<file path="src/rtl/spi_rate_div.sv">
module spi_rate_div #(
  parameter int EXP_W = 4,
  parameter int LIN_W = 8
) (
  input  logic                   clk,
  input  logic                   rst_n,
  input  logic                   rate_we,
  input  logic [EXP_W+LIN_W:0]   rate_wdata,
  input  logic                   xfer_active,
  output logic [EXP_W+LIN_W:0]   rate_q,
  output logic                   half_tick,
  output logic                   sclk_raw
);
  localparam int RW    = EXP_W + LIN_W + 1;
  localparam int EMAX  = (1 << EXP_W) - 1;
  localparam int CW    = (EMAX > LIN_W + 1) ? EMAX : LIN_W + 1;

  logic [CW-1:0]    half_len;
  logic [CW-1:0]    cnt;
  logic [EXP_W-1:0] expo;
  logic [LIN_W-1:0] lin;
  logic             lin_mode;

  assign lin_mode = rate_q[RW-1];
  assign expo     = rate_q[LIN_W +: EXP_W];
  assign lin      = rate_q[LIN_W-1:0];

  always_comb begin
    if (lin_mode)
      half_len = CW'(lin) + CW'(1);
    else if (expo == '0)
      half_len = CW'(1);
    else
      half_len = CW'(1) << (expo - EXP_W'(1));
  end

  assign half_tick = xfer_active && (cnt == half_len - CW'(1));

  always_ff @(posedge clk) begin
    if (!rst_n) begin
      rate_q <= '0;
    end else if (rate_we && !xfer_active) begin
      rate_q <= rate_wdata;
    end
  end

  always_ff @(posedge clk) begin
    if (!rst_n || !xfer_active) begin
      cnt      <= '0;
      sclk_raw <= 1'b0;
    end else if (half_tick) begin
      cnt      <= '0;
      sclk_raw <= ~sclk_raw;
    end else begin
      cnt      <= cnt + CW'(1);
    end
  end

  a_r6_write_blocked_busy: assert property (@(posedge clk) disable iff (!rst_n)
    xfer_active |=> $stable(rate_q));

  a_r7_write_taken_idle: assert property (@(posedge clk) disable iff (!rst_n)
    (rate_we && !xfer_active) |=> (rate_q == $past(rate_wdata)));

  a_r5_sclk_flip: assert property (@(posedge clk) disable iff (!rst_n)
    half_tick |=> (sclk_raw != $past(sclk_raw)));

  a_r5_sclk_hold: assert property (@(posedge clk) disable iff (!rst_n)
    (xfer_active && !half_tick) |=> $stable(sclk_raw));

  a_r8_idle_low: assert property (@(posedge clk) disable iff (!rst_n)
    !xfer_active |=> !sclk_raw);

  a_r9_quiet_idle: assert property (@(posedge clk) disable iff (!rst_n)
    !xfer_active |-> !half_tick);
endmodule

</file>
<file path="config.mk">
export PLATFORM = sky130hd
export DESIGN_NAME = spi_rate_div
export DESIGN_NICKNAME = d
export VERILOG_FILES = /design/src/rtl/spi_rate_div.sv
export SDC_FILE = /design/constraint.sdc
export NUM_CORES = 1
export LEC_CHECK = 0
export BUFFER_PORTS_ARGS = -buffer_cell sky130_fd_sc_hd__buf_2
export CAP_MARGIN = 5
export CORE_MARGIN = 1
export CORE_UTILIZATION = 45
export DETAILED_ROUTE_END_ITERATION = 8
export PLACE_DENSITY = 0.69
export SLEW_MARGIN = 20
export SYNTH_ARGS = -nofsm -noshare
export SYNTH_HDL_FRONTEND = slang
export SYNTH_SLANG_ARGS = --single-unit
</file>
<file path="constraint.sdc">
create_clock -name clk -period 8.31 [get_ports clk]
set_input_delay 0.831 -clock clk [delete_from_list [all_inputs] [get_ports clk]]
set_output_delay 0.831 -clock clk [all_outputs]
set_load 0.005 [all_outputs]
</file>
* Word-level counts from Yosys, hierarchy flattened
Cells that the tools add are included.
** Storage, ports and cells
- Flip-flop bits (word level) :: 29
- Bits of input ports :: 17
- Output and inout port bits :: 15
** Cells by class
- Add/subtract/negate cells :: 4
- Equal/unequal tests :: 1
- Shifts and indexed selects :: 1
- Muxes and demuxes :: 2
- Bitwise gates (word level) :: 1
- Reduce and logical (&&, ||, !) cells :: 7
** Operators by type and width (number)
- $mux 15 :: 2
- $add 15x1->15 const B :: 1
- $eq 15x15->1 :: 1
- $shl 1x4->15 const A :: 1
- $sub 15x1->15 const B :: 1
- $add 8x1->9 const B :: 1
- $logic_not 4->1 :: 1
- $sub 4x1->4 const B :: 1
- $logic_and 1x1->1 :: 2
- $logic_not 1->1 :: 2
- $reduce_or 2->1 :: 1
- $logic_or 1x1->1 :: 1
- $not 1->1 :: 1

* Logic depth before layout (Yosys ltp)
Gate-level depths: netlist (run 1).
- Depth in word-level cells :: 8
- Depth in mapped cells :: 15
- Depth with buffers taken out :: 11

* Worst setup path before layout (run 1)
No wires, ideal clock.
- Path type :: register to output
- Start point :: register rate_q[12]
- End point :: output port half_tick
- Arrival time :: 2421 ps
- Data required time :: 7479 ps
- Path slack :: 5058 ps
- Stages on the path, launching flop included :: 14
- Path buffers :: 3
- Cell sequence :: dfxtp_1 buf_4 buf_4 buf_4 nor2_1 a32oi_1 ha_1 inv_1 a221oi_1 and3_1 nand4_1 a21oi_1 o21ai_0 nor4_1
** Between the ends
- Longest elaborated chain between the ends :: 4
** RTL lines
- start: declaration :: line 10 : output logic [EXP_W+LIN_W:0] rate_q,
- start signal: assignment :: line 43 : rate_q <= rate_wdata;
- $mux 15 :: line 29 : if (lin_mode)
- $sub 15x1->15 :: line 37 : assign half_tick = xfer_active && (cnt == half_len - CW'(1));
- $eq 15x15->1 :: line 37
- $logic_and 1x1->1 :: line 37
- end: declaration :: line 11 : output logic half_tick,
No other way between the ends.

* Worst setup path in the final report (run 1)
- Start point :: register rate_q[9]
- End point :: output port half_tick
** Between the ends
- Longest elaborated chain between the ends :: 7
** RTL lines
- $sub 4x1->4 :: line 34 : half_len = CW'(1) << (expo - EXP_W'(1));
- $shl 1x4->15 :: line 34
- $mux 15 * :: line 31 : else if (expo == '0)
- $mux 15 * :: line 29
- $sub 15x1->15 * :: line 37
- $eq 15x15->1 * :: line 37
- $logic_and 1x1->1 * :: line 37
Every way passes the cells marked *; elsewhere a longest branch is shown, timed or not.

==> summary.md, run 1 <==
| Metric | Value |
|---|---|
| Outcome | `complete, no violations` |
| Critical Path AT | `3390 ps` |
| Static leakage | `0.9337 nW` |
| Endpoints failing hold | `0` |
| WL/cell | `14.10 um` |
| Hold_ws | `494.5 ps` |
| Clock tree sinks | `29` |
| Worst slew margin relative to its limit | `27.38%` |
| Highest routed metal layer | `met4` |
| Area after DPL | `2517 um2` |
| CTS-repair resized insts | `0` |
| Setup bufs post-CTS | `0` |
| Prevailing post-synth register cell | `dfxtp_1` |
| Number of synthesized register bits | `29` |
| Clock root buffer | `clkbuf_8` |
| Std cell rows | `26` |
| Yosys top cell by area | `dfxtp_1` |
| Synth unique cells | `60` |
| Crit path buf inv count | `2` |
| Vias per inst | `5.682` |
| Mean cell area of the mapped netlist | `7.753 um2` |
| Netlist Area Pre-Place | `2372 um2` |
| Maximum root-to-sink buffer count | `2` |
| CP Depth | `11` |
| Nets | `345` |
| Non-filler cells, final | `396` |
| Final critical-path setup slack | `4087 ps` |
| RSZ-0062 raised after global routing | `false` |
| Count leader, synth | `nand2_1` |
| Grt ovf | `0` |
| Number of max-cap violations | `0` |
| DR pass1 iterations | `4` |
| Die area | `5566 um2` |
| Via count | `2250` |
| # IOs | `32` |
| Syn Nets | `326` |
| Gp weighted congestion | `0.8647` |
| Core area | `5107 um2` |
| Hold Crit Class | `reg2reg` |
| PortBufs | `31` |
| Top cells by area, synth | `dfxtp_1 24%, nand2_1 7.8%, xor2_1 4.8%, a21boi_0 4.4%, xnor2_1 4.4%` |
| Setup crit end | `half_tick` |
| Slowest-stage cell, CP | `dfxtp_1` |
| CP peak stage delay | `690 ps` |
| Reg-to-reg startpoint | `rate_q[9]` |
| Critical-path maximum fanout | `18` |
| Final Slew Violations | `0` |
| Detail Route Antenna Nets | `0` |
| Chip width | `74.61 um` |
| Remaining DRCs | `0` |
| Clk_lat worst skew | `280 ps` |
| Tot Pwr | `343.1 uW` |
| R2R Setup Slk | `4370 ps` |
| Share of cells above drive strength 1 | `19.94%` |
| Async SR Flop Fraction | `0%` |
| First-pass GRT wire length | `9625 um` |
| Area grow syn2layout | `10.39%` |
| Post-Place Worst Slack | `4425 ps` |
| # setup viols final | `0` |
| TritonCTS buffer count | `5` |
| Reg2reg path depth | `11` |
| CP top delay family | `simple AND/OR/NAND/NOR gates` |
| Register area share after synthesis | `24.47%` |
| Antenna violations before repair | `0` |
| Final period util | `50.82%` |
| Post-layout util | `51.27%` |
| Met2 wire len | `2595 um` |
| Initial Utilization | `46.45%` |
| Peak VDD IR | `0.1018 mV` |
| Kind of critical path | `reg2out` |
| EDFF count, synth | `0` |
| Fmax | `236.8 MHz` |
| Vias in the first global route | `2032` |
| Setup crit start kind | `register` |
| Post-synth top cells | `49 x nand2_1, 29 x dfxtp_1, 16 x nand3_1, 15 x nor2_1, 14 x a21boi_0` |
| Worst path cell trace | `nor2b_1 -> a32oi_1 -> ha_1 -> inv_1 -> a221oi_1 -> and3_1 -> and4_1 -> nor3_1 -> nand3_1 -> nor4_1 -> buf_2` |
| Placed cells | `388` |
| Die Ht | `74.61 um` |
| GRT Total Usage | `22.36%` |
| Final wirelength | `5582 um` |
| Reg2reg end | `cnt[1]` |
| Worst path required time | `7480 ps` |
| Clock skew | `5.758 ps` |
| Ys Warns | `0` |
| N_diodes | `0` |
| Worst-Margin Slew | `1081 ps` |
| Wl on met1 | `2640 um` |
| Number of DRC markers in iteration 0 | `117` |
| CTS H-tree lvls | `2` |
| Hold_buf cts | `0` |
| Met3 wire len | `253 um` |
| CTS tree | `yes` |
| Setup_tns | `0 ps` |
| CP Capture Type | `primary output` |
| Tmin final | `4223 ps` |
| Largest net degree at the start of global routing | `32` |
| Share of the synthesized area in the top cell type | `24.47%` |
| Synth Instances | `306` |
| Worst Setup SP | `rate_q[9]` |
| HPWL after DPL | `4227 um` |
| Power density cells | `131.0 nW/um2` |
| Fin area | `2619 um2` |
| Worst-path clk slew | `60 ps` |
==> cell families after synthesis <==
kind of cell	synth area share [%]
simple gates	38.71
buf+inv	4.905
fa+ha+maj	2.004
flops	24.47
compound gates	18.41
mux	2.268
xor+xnor	9.230
==> how the worst min path moves through the flow <==
stage | end | slack (ps) | startpoint | depth (start not counted)
2_1_floorplan | sclk_raw | 470 | sclk_raw | 2
3_3_place_gp | sclk_raw | 470 | sclk_raw | 2
3_5_place_dp | sclk_raw | 490 | sclk_raw | 2
4_1_cts | sclk_raw | 500 | sclk_raw | 2
5_1_grt | sclk_raw | 560 | sclk_raw | 2
6_report | sclk_raw | 490 | sclk_raw | 2
==> cells in the final DEF (no fill, tap or decap), types with 2 or more instances in the layout <==
cell type | Yosys | final
nor3_2 | 10 | 10
o21ai_0 | 8 | 8
a21oi_1 | 4 | 4
nor4_1 | 5 | 5
and3_1 | 8 | 8
a31oi_1 | 5 | 5
buf_2 | 6 | 31
xnor2_1 | 12 | 12
ha_1 | 3 | 3
o22ai_1 | 2 | 2
nor2b_1 | 4 | 4
mux2i_1 | 2 | 2
nor2_1 | 15 | 15
dfxtp_1 | 29 | 29
clkbuf_8 | 0 | 7
and2_1 | 4 | 4
nand4_1 | 11 | 11
nand2b_1 | 6 | 6
mux2_2 | 3 | 3
a21boi_0 | 14 | 14
o211ai_1 | 2 | 2
o21a_1 | 5 | 5
nand3b_1 | 5 | 5
nand4b_1 | 2 | 2
inv_1 | 5 | 5
nor3_1 | 11 | 11
xor2_1 | 13 | 13
a21o_1 | 2 | 2
nand2_1 | 49 | 49
or2_2 | 2 | 2
nand3_1 | 16 | 16
or3b_2 | 3 | 3
and3b_1 | 2 | 2
==> worst min-delay path: stages (launching register included) <==
cell and delay (ps):
dfxtp_1 320, nand3_1 60, mux2i_1 60
==> cell type report <==
cell class                 instances  area (um2)
fill                             513        2489
clock inverter                     1       5.005
clock buffer                       7       96.34
timing repair buffer              31       155.1
tap                               70       87.58
inverter                           5       18.77
multi-input combinational        253        1675
sequential                        29       580.6
==> where the power goes <==
| group | total, mW | switching (mW) | leakage [nW] | internal (mW) |
|---|---|---|---|---|
| clock network | 0.128 | 0.0536 | 0.0542 | 0.0747 |
| registers | 0.153 | 0.0103 | 0.235 | 0.143 |
| logic | 0.0619 | 0.0343 | 0.644 | 0.0276 |
==> state kept, by name, summed over array words and instances (netlist names) <==
register  flops
cnt          15
rate_q       13
sclk_raw      1
==> per-layer routing <==
| metal | global-route usage [%] | vias to the layer above |
|---|---|---|
| li1 | - | 1134 |
| met1 | 30.82 | 1050 |
| met2 | 34.43 | 56 |
| met3 | 4.336 | 10 |
| met4 | 8.386 | 0 |
| met5 | 0 | - |
No activity file was read; power rests on OpenSTA's default activity.
==> run 2, diff against run 1 <==
--- a/config.mk
+++ b/config.mk
@@ -5,6 +5,7 @@
 export SDC_FILE = /design/constraint.sdc
 export NUM_CORES = 1
 export LEC_CHECK = 0
+export ABC_AREA = 1
 export BUFFER_PORTS_ARGS = -buffer_cell sky130_fd_sc_hd__buf_2
 export CAP_MARGIN = 5
 export CORE_MARGIN = 1
==> constraint.sdc (replaced) <==
create_clock -name clk -period 4.2 [get_ports clk]
set_input_delay 0.42 -clock clk [delete_from_list [all_inputs] [get_ports clk]]
set_output_delay 0.42 -clock clk [all_outputs]
set_load 0.005 [all_outputs]
==> summary.md, run 2 <==
| Metric | Value |
|---|---|
| Async SR Flop Fraction | `0% (unchanged)` |
| Yosys top cell by area | `dfxtp_1` |
| Xor and xnor area share after synthesis | `7.256% (-2.0 points)` |
| Die area | `5386 um2 (-3.2%)` |
| Hold Crit Class | `in2reg` |
| Prevailing post-synth register cell | `dfxtp_1` |
| Grt ovf | `0 (unchanged)` |
| Post-synth top cells | `78 x nand2_1, 48 x inv_1, 42 x nand3_1, 40 x nor2_1, 29 x dfxtp_1` |
| Synth Instances | `362 (+18%)` |
| Outcome | `complete, no violations` |
| GRT Total Usage | `20.99% (-1.4 points)` |
| PortBufs | `31 (unchanged)` |
| Register area share after synthesis | `25.31% (+0.84 points)` |
| RSZ-0062 raised after global routing | `false` |
| Remaining DRCs | `0 (unchanged)` |
| Clock root buffer | `clkbuf_8` |
| Syn Nets | `382 (+17%)` |
| Largest net degree at the start of global routing | `25 (-22%)` |
| Nets | `413 (+20%)` |
| Die Ht | `73.39 um (-1.6%)` |
| N_diodes | `0 (unchanged)` |
| Antenna violations before repair | `0 (unchanged)` |
| Via count | `2238 (-0.53%)` |
| Hold_buf cts | `0 (unchanged)` |
| Placed cells | `453 (+17%)` |
| Max reg flops | `15 (unchanged)` |
| Count leader, synth | `nand2_1` |
| Simple-Gate Fraction of Synth Area | `47.68% (+9.0 points)` |
| Critical Path AT | `2960 ps (-430 ps)` |
| CP Capture Type | `primary output` |
| Static leakage | `1.215 nW (+30%)` |
| Tmin final | `3378 ps` |
| Endpoints failing hold | `0 (unchanged)` |
| Synth Area in Compound Gates | `7.201% (-11 points)` |
| Tot Pwr | `733.9 uW (+110%)` |
| HPWL after DPL | `4170 um (-1.3%)` |
| Core area | `4817 um2 (-5.7%)` |
| CP peak stage delay | `750 ps (+60 ps)` |
| Mux share of post-synthesis cell area | `0% (-2.3 points)` |
| Peak VDD IR | `0.1491 mV (+46%)` |
| Clk_lat worst skew | `280 ps (about the same)` |
| Number of DRC markers in iteration 0 | `128 (+9.4%)` |
| Biggest register | `cnt` |
| First-pass GRT wire length | `8707 um (-9.5%)` |
| Top cells by area, synth | `dfxtp_1 25%, nand2_1 13%, nand3_1 9.2%, inv_1 7.9%, nor2_1 6.5%` |
| Share of the synthesized area in the top cell type | `25.31% (+0.84 points)` |
| CP dominant cell by count | `nand2_1` |
| Gp weighted congestion | `0.8354 (-3.4%)` |
| Final wirelength | `5131 um (-8.1%)` |
| Netlist Area Pre-Place | `2293 um2 (-3.3%)` |
| Std cell rows | `25 (-3.8%)` |
| Crit path buf inv count | `4 (+2)` |
| Kind of critical path | `reg2out` |
| Vias in the first global route | `1960 (-3.5%)` |
| Hold_ws | `367.4 ps (-127.1 ps)` |
| # IOs | `32 (unchanged)` |
| Biggest regs | `cnt x15, rate_q x13, sclk_raw x1` |
| WL/cell | `11.13 um (-21%)` |
| Setup crit start kind | `register` |
| Worst path required time | `3780 ps (-3700 ps)` |
| CTS H-tree lvls | `2 (unchanged)` |
| Slowest-stage cell, CP | `dfxtp_1` |
| Fin area | `2582 um2 (-1.4%)` |
| Final period util | `80.43%` |
| Vias per inst | `4.855 (-15%)` |
| Clock skew | `3.376 ps (-2.381 ps)` |
| Number of max-cap violations | `0 (unchanged)` |
| Initial Utilization | `47.61% (+1.2 points)` |
| Final critical-path setup slack | `822.0 ps (-3265 ps)` |
| Chip width | `73.39 um (-1.6%)` |
| Setup_tns | `0 ps (unchanged)` |
| Worst path cell trace | `nor2_1 -> nand2_1 -> nand2_1 -> inv_1 -> ha_1 -> nand3_2 -> nor2_4 -> inv_2 -> nor2_2 -> nand2_1 -> nand2_1 -> nand2_1 -> nor2_1 -> nand3_1 -> nor2_2 -> nand2_2 -> inv_1 -> buf_2` |
| EDFF count, synth | `0 (unchanged)` |
| Non-filler cells, final | `461 (+16%)` |
| Most common cell after layout, fill and taps aside | `nand2_1` |
| CTS-repair resized insts | `0 (unchanged)` |
| DR pass1 iterations | `4 (unchanged)` |
| Fmax | `296.0 MHz` |
| # setup viols final | `0 (unchanged)` |
| Share of cells above drive strength 1 | `20.30% (+0.37 points)` |
| Synth unique cells | `28 (-53%)` |
| Worst-Margin Slew | `674.9 ps (-406.4 ps)` |
| CTS tree | `yes` |
| Largest family of logic cells by synthesized area | `simple AND/OR/NAND/NOR gates` |
| Adder-Cell Fraction of Synth Area | `1.637% (-0.37 points)` |
| Detail Route Antenna Nets | `0 (unchanged)` |
| Clock tree sinks | `29 (unchanged)` |
| Worst-path clk slew | `60 ps (about the same)` |
| Final Slew Violations | `0 (unchanged)` |
| Power density cells | `284.2 nW/um2 (+120%)` |
| TritonCTS buffer count | `5 (unchanged)` |
| Area after DPL | `2481 um2 (-1.4%)` |
| Post-Place Worst Slack | `1152 ps (-3273 ps)` |
| Mean cell area of the mapped netlist | `6.335 um2 (-18%)` |
| Commonest cells after routing, fill and taps aside | `78 x nand2_1, 48 x inv_1, 42 x nand3_1` |
| Worst slew margin relative to its limit | `54.95% (+28 points)` |
| Ys Warns | `0 (unchanged)` |
| Post-layout util | `53.61% (+2.3 points)` |
| Maximum root-to-sink buffer count | `2 (unchanged)` |
| Critical-path maximum fanout | `20 (+2)` |
| Setup bufs post-CTS | `0 (unchanged)` |
| CP top delay family | `simple AND/OR/NAND/NOR gates` |
| Number of synthesized register bits | `29 (unchanged)` |
| Area grow syn2layout | `12.60%` |
[run 2: path summary, 6_finish.rpt]
kind | start | endpoint | slack (ps) | depth (start not counted)
worst min register to register | cnt[0] | cnt[0] | 470 | 1
worst min-delay path | rate_wdata[1] | rate_q[1] | 370 | 3
worst max-delay path | rate_q[12] | half_tick | 820 | 18
worst max register to register | rate_q[12] | cnt[1] | 1280 | 18
[run 2: final cells by class]
class,count,area (um2)
Sequential cell,29,580.6
Tap cell,67,83.83
Fill cell,514,2235
Clock inverter,1,5.005
Multi-Input combinational cell,273,1463
Inverter,53,198.9
Clock buffer,7,96.34
Timing Repair Buffer,31,155.1
[run 2: worst reg2reg max path, stage by stage (launching register included)]
cell	delay, ps
dfxtp_1	750
nor2_1	170
nand2_1	130
nand2_1	70
inv_1	90
ha_1	190
nand3_2	120
nor2_4	170
inv_2	60
nor2_2	140
nand2_1	70
nand2_1	60
nand2_1	40
nor2_1	120
nand3_1	110
nor2_2	140
nand2_2	90
nand2_4	200
nor2_1	80
[run 2: kinds of logic after synthesis]
kind of cell,count (synthesis)
xor gates and xnor gates,19
and+or+nand+nor,219
AOI/OAI and AO/OA,32
buffers and inverters,60
DFF,29
adders and majority gates,3
[run 2: power by group]
group          switching [mW]  internal (mW)
sequential             0.0168          0.284
clock                   0.107          0.148
combinational           0.111         0.0664
[run 2: layer usage]
layer	GRT usage (%)	vias to the layer above	wire length [um]
li1	-	1217	-
met1	26.69	975	2450
met2	36.52	42	2424
met3	3.567	4	218
met4	5.769	0	38
met5	0	-	0
==> run 3, diff against run 2 <==
--- a/config.mk
+++ b/config.mk
@@ -11,7 +11,7 @@
 export CORE_MARGIN = 1
 export CORE_UTILIZATION = 45
 export DETAILED_ROUTE_END_ITERATION = 8
-export PLACE_DENSITY = 0.69
+export PLACE_DENSITY = 0.72
 export SLEW_MARGIN = 20
 export SYNTH_ARGS = -nofsm -noshare
 export SYNTH_HDL_FRONTEND = slang
==> constraint.sdc (replaced) <==
create_clock -name clk -period 2.89 [get_ports clk]
set_input_delay 0.289 -clock clk [delete_from_list [all_inputs] [get_ports clk]]
set_output_delay 0.289 -clock clk [all_outputs]
set_load 0.005 [all_outputs]
==> summary.md, run 3 (synthesized netlist as in run 2, its figures left out) <==
| Metric | Value |
|---|---|
| Post-Place Worst Slack | `150.6 ps (-1001 ps)` |
| N_diodes | `0 (unchanged)` |
| CTS tree | `yes` |
| Endpoints failing hold | `0 (unchanged)` |
| Max reg flops | `15 (unchanged)` |
| Kind of critical path | `reg2out` |
| Biggest register | `cnt` |
| Hold EP | `rate_q[6]` |
| CP dominant cell by count | `nor2_1` |
| Die Ht | `73.39 um (unchanged)` |
| Clk_lat worst skew | `290 ps (about the same)` |
| Clock skew | `10.72 ps (+7.339 ps)` |
| # setup viols final | `0 (unchanged)` |
| Clock tree sinks | `29 (unchanged)` |
| WL/cell | `11.96 um (+7.5%)` |
| GRT Total Usage | `22.18% (+1.2 points)` |
| CP peak stage delay | `390 ps (-360 ps)` |
| Vias per inst | `4.945 (+1.9%)` |
| Initial Utilization | `47.61% (unchanged)` |
| R2R Setup Slk | `200 ps (-1080 ps)` |
| Reg-to-reg startpoint | `rate_q[10]` |
| CTS H-tree lvls | `2 (unchanged)` |
| Fmax | `355.7 MHz` |
| TritonCTS buffer count | `5 (unchanged)` |
| HPWL after DPL | `4248 um (+1.9%)` |
| Hold Crit Class | `in2reg` |
| Commonest cells after routing, fill and taps aside | `76 x nand2_1, 45 x inv_1, 42 x nand3_1` |
| Reg2reg path depth | `20 (+2)` |
| First-pass GRT wire length | `9128 um (+4.8%)` |
| Final period util | `97.28%` |
| Worst slew margin relative to its limit | `60.07% (+5.1 points)` |
| Static leakage | `1.303 nW (+7.3%)` |
| Fin area | `2806 um2 (+8.7%)` |
| PortBufs | `31 (unchanged)` |
| Detail Route Antenna Nets | `0 (unchanged)` |
| Power density cells | `421.7 nW/um2 (+48%)` |
| Grt ovf | `0 (unchanged)` |
| Critical Path AT | `2520 ps (-440 ps)` |
| Chip width | `73.39 um (unchanged)` |
| # IOs | `32 (unchanged)` |
| Antenna violations before repair | `0 (unchanged)` |
| Vias in the first global route | `2074 (+5.8%)` |
| Post-layout util | `58.26% (+4.6 points)` |
| Tot Pwr | `1.183 mW (+61%)` |
| Reg area | `599.3 um2 (+3.2%)` |
| Worst path cell trace | `clkinv_4 -> nand4_1 -> nor2_2 -> nor2_4 -> ha_4 -> nor2_1 -> nor2_1 -> nand2_1 -> nor2_1 -> nand2_1 -> nor2_1 -> nand4_1 -> nor2_1 -> nand3_1 -> nor2_2 -> nand2_2 -> inv_2 -> buf_6` |
| Worst-path clk slew | `70 ps (about the same)` |
| Die area | `5386 um2 (unchanged)` |
| Area grow syn2layout | `22.37%` |
| Std cell rows | `25 (unchanged)` |
| Largest net degree at the start of global routing | `25 (unchanged)` |
| Number of max-cap violations | `0 (unchanged)` |
| Gp weighted congestion | `0.8326 (-0.34%)` |
| Slowest-stage cell, CP | `dfxtp_4` |
| CP Capture Type | `primary output` |
| Final wirelength | `5694 um (+11%)` |
| Peak VDD IR | `0.2509 mV (+68%)` |
| RSZ-0062 raised after global routing | `true` |
| Worst-Margin Slew | `598.3 ps (-76.60 ps)` |
| Biggest regs | `cnt x15, rate_q x13, sclk_raw x1` |
| WHS Path Cells | `3 (unchanged)` |
| Number of DRC markers in iteration 0 | `126 (-1.6%)` |
| Remaining DRCs | `0 (unchanged)` |
| Reg2reg end | `cnt[1]` |
| Tmin final | `2811 ps` |
| Nets | `428 (+3.6%)` |
| Final critical-path setup slack | `78.71 ps (-743.3 ps)` |
| Worst path required time | `2600 ps (-1180 ps)` |
| Maximum root-to-sink buffer count | `2 (unchanged)` |
| Share of cells above drive strength 1 | `27.14% (+6.8 points)` |
| Filler Cell Count | `483 (-6.0%)` |
| Clock root buffer | `clkbuf_8` |
| Core area | `4817 um2 (unchanged)` |
| Outcome | `complete, no violations` |
| Area after DPL | `2496 um2 (+0.60%)` |
| Final Slew Violations | `0 (unchanged)` |
| Via count | `2354 (+5.2%)` |
| Setup crit start kind | `register` |
| Worst Min Path Start | `rate_wdata[6]` |
| DR pass1 iterations | `4 (unchanged)` |
| Multi-input logic area | `1524 um2 (+4.2%)` |
| Hold_buf cts | `0 (unchanged)` |
| Most common cell after layout, fill and taps aside | `nand2_1` |
| Critical-path maximum fanout | `7 (-65%)` |
## run 3: layout make-up
type	instances	share of cell area [%]
clock inverters	1	1.070
flip-flops and latches	29	21.36
clock buffers	7	3.076
repair buffers	46	9.764
well taps	67	2.987
inverters	53	7.445
multi-input cells	273	54.30
## run 3: worst max-delay path by stage
| stage | end | slack [ps] | from | cells after the start |
|---|---|---|---|---|
| after floorplan | cnt[2] | 500 | rate_q[12] | 21 |
| after CTS | half_tick | 3 | rate_q[10] | 18 |
| after global routing | half_tick | -110 | rate_q[0] | 19 |
| final | half_tick | 80 | rate_q[10] | 18 |
| after detailed placement | half_tick | 150 | rate_q[11] | 19 |
| after global placement | half_tick | 270 | rate_q[10] | 19 |
## run 3: metrics by stage
step           TNS, ps  instances  hold slack [ps]
2_1_floorplan        0        362            423.9
3_3_place_gp         0        455            443.1
3_5_place_dp         0        455            459.6
4_1_cts              0        468            233.0
5_1_grt         -110.3        476            246.8
6_report             0        476            232.8
## run 3: where the power goes
group	internal, mW	switching [mW]	total [mW]
logic	0.119	0.186	0.305
registers	0.413	0.0210	0.434
clock network	0.281	0.164	0.445
total	0.813	0.371	1.18
## run 3: critical path, delay by kind of cell (launching register included)
family | cells | cell delay [ps]
flops | 1 | 390
simple gates | 14 | 1380
buf+inv | 3 | 210
fa+ha+maj | 1 | 260
## run 3: metal layers
layer	vias up	track usage [%]	part of all wire [%]
met1	1049	27.45	47
met5	-	0	0
met4	0	6.624	1.2
met3	6	4.527	4.0
li1	1245	-	-
met2	54	38.68	48
## run 3: repair_timing
| item | 4_1_cts | 5_1_grt |
|---|---|---|
| buffers inserted | 5 | 8 |
| setup endpoints to repair | 1 | 16 |
| pin swaps | 8 | 12 |
| resized for setup | 17 | 15 |
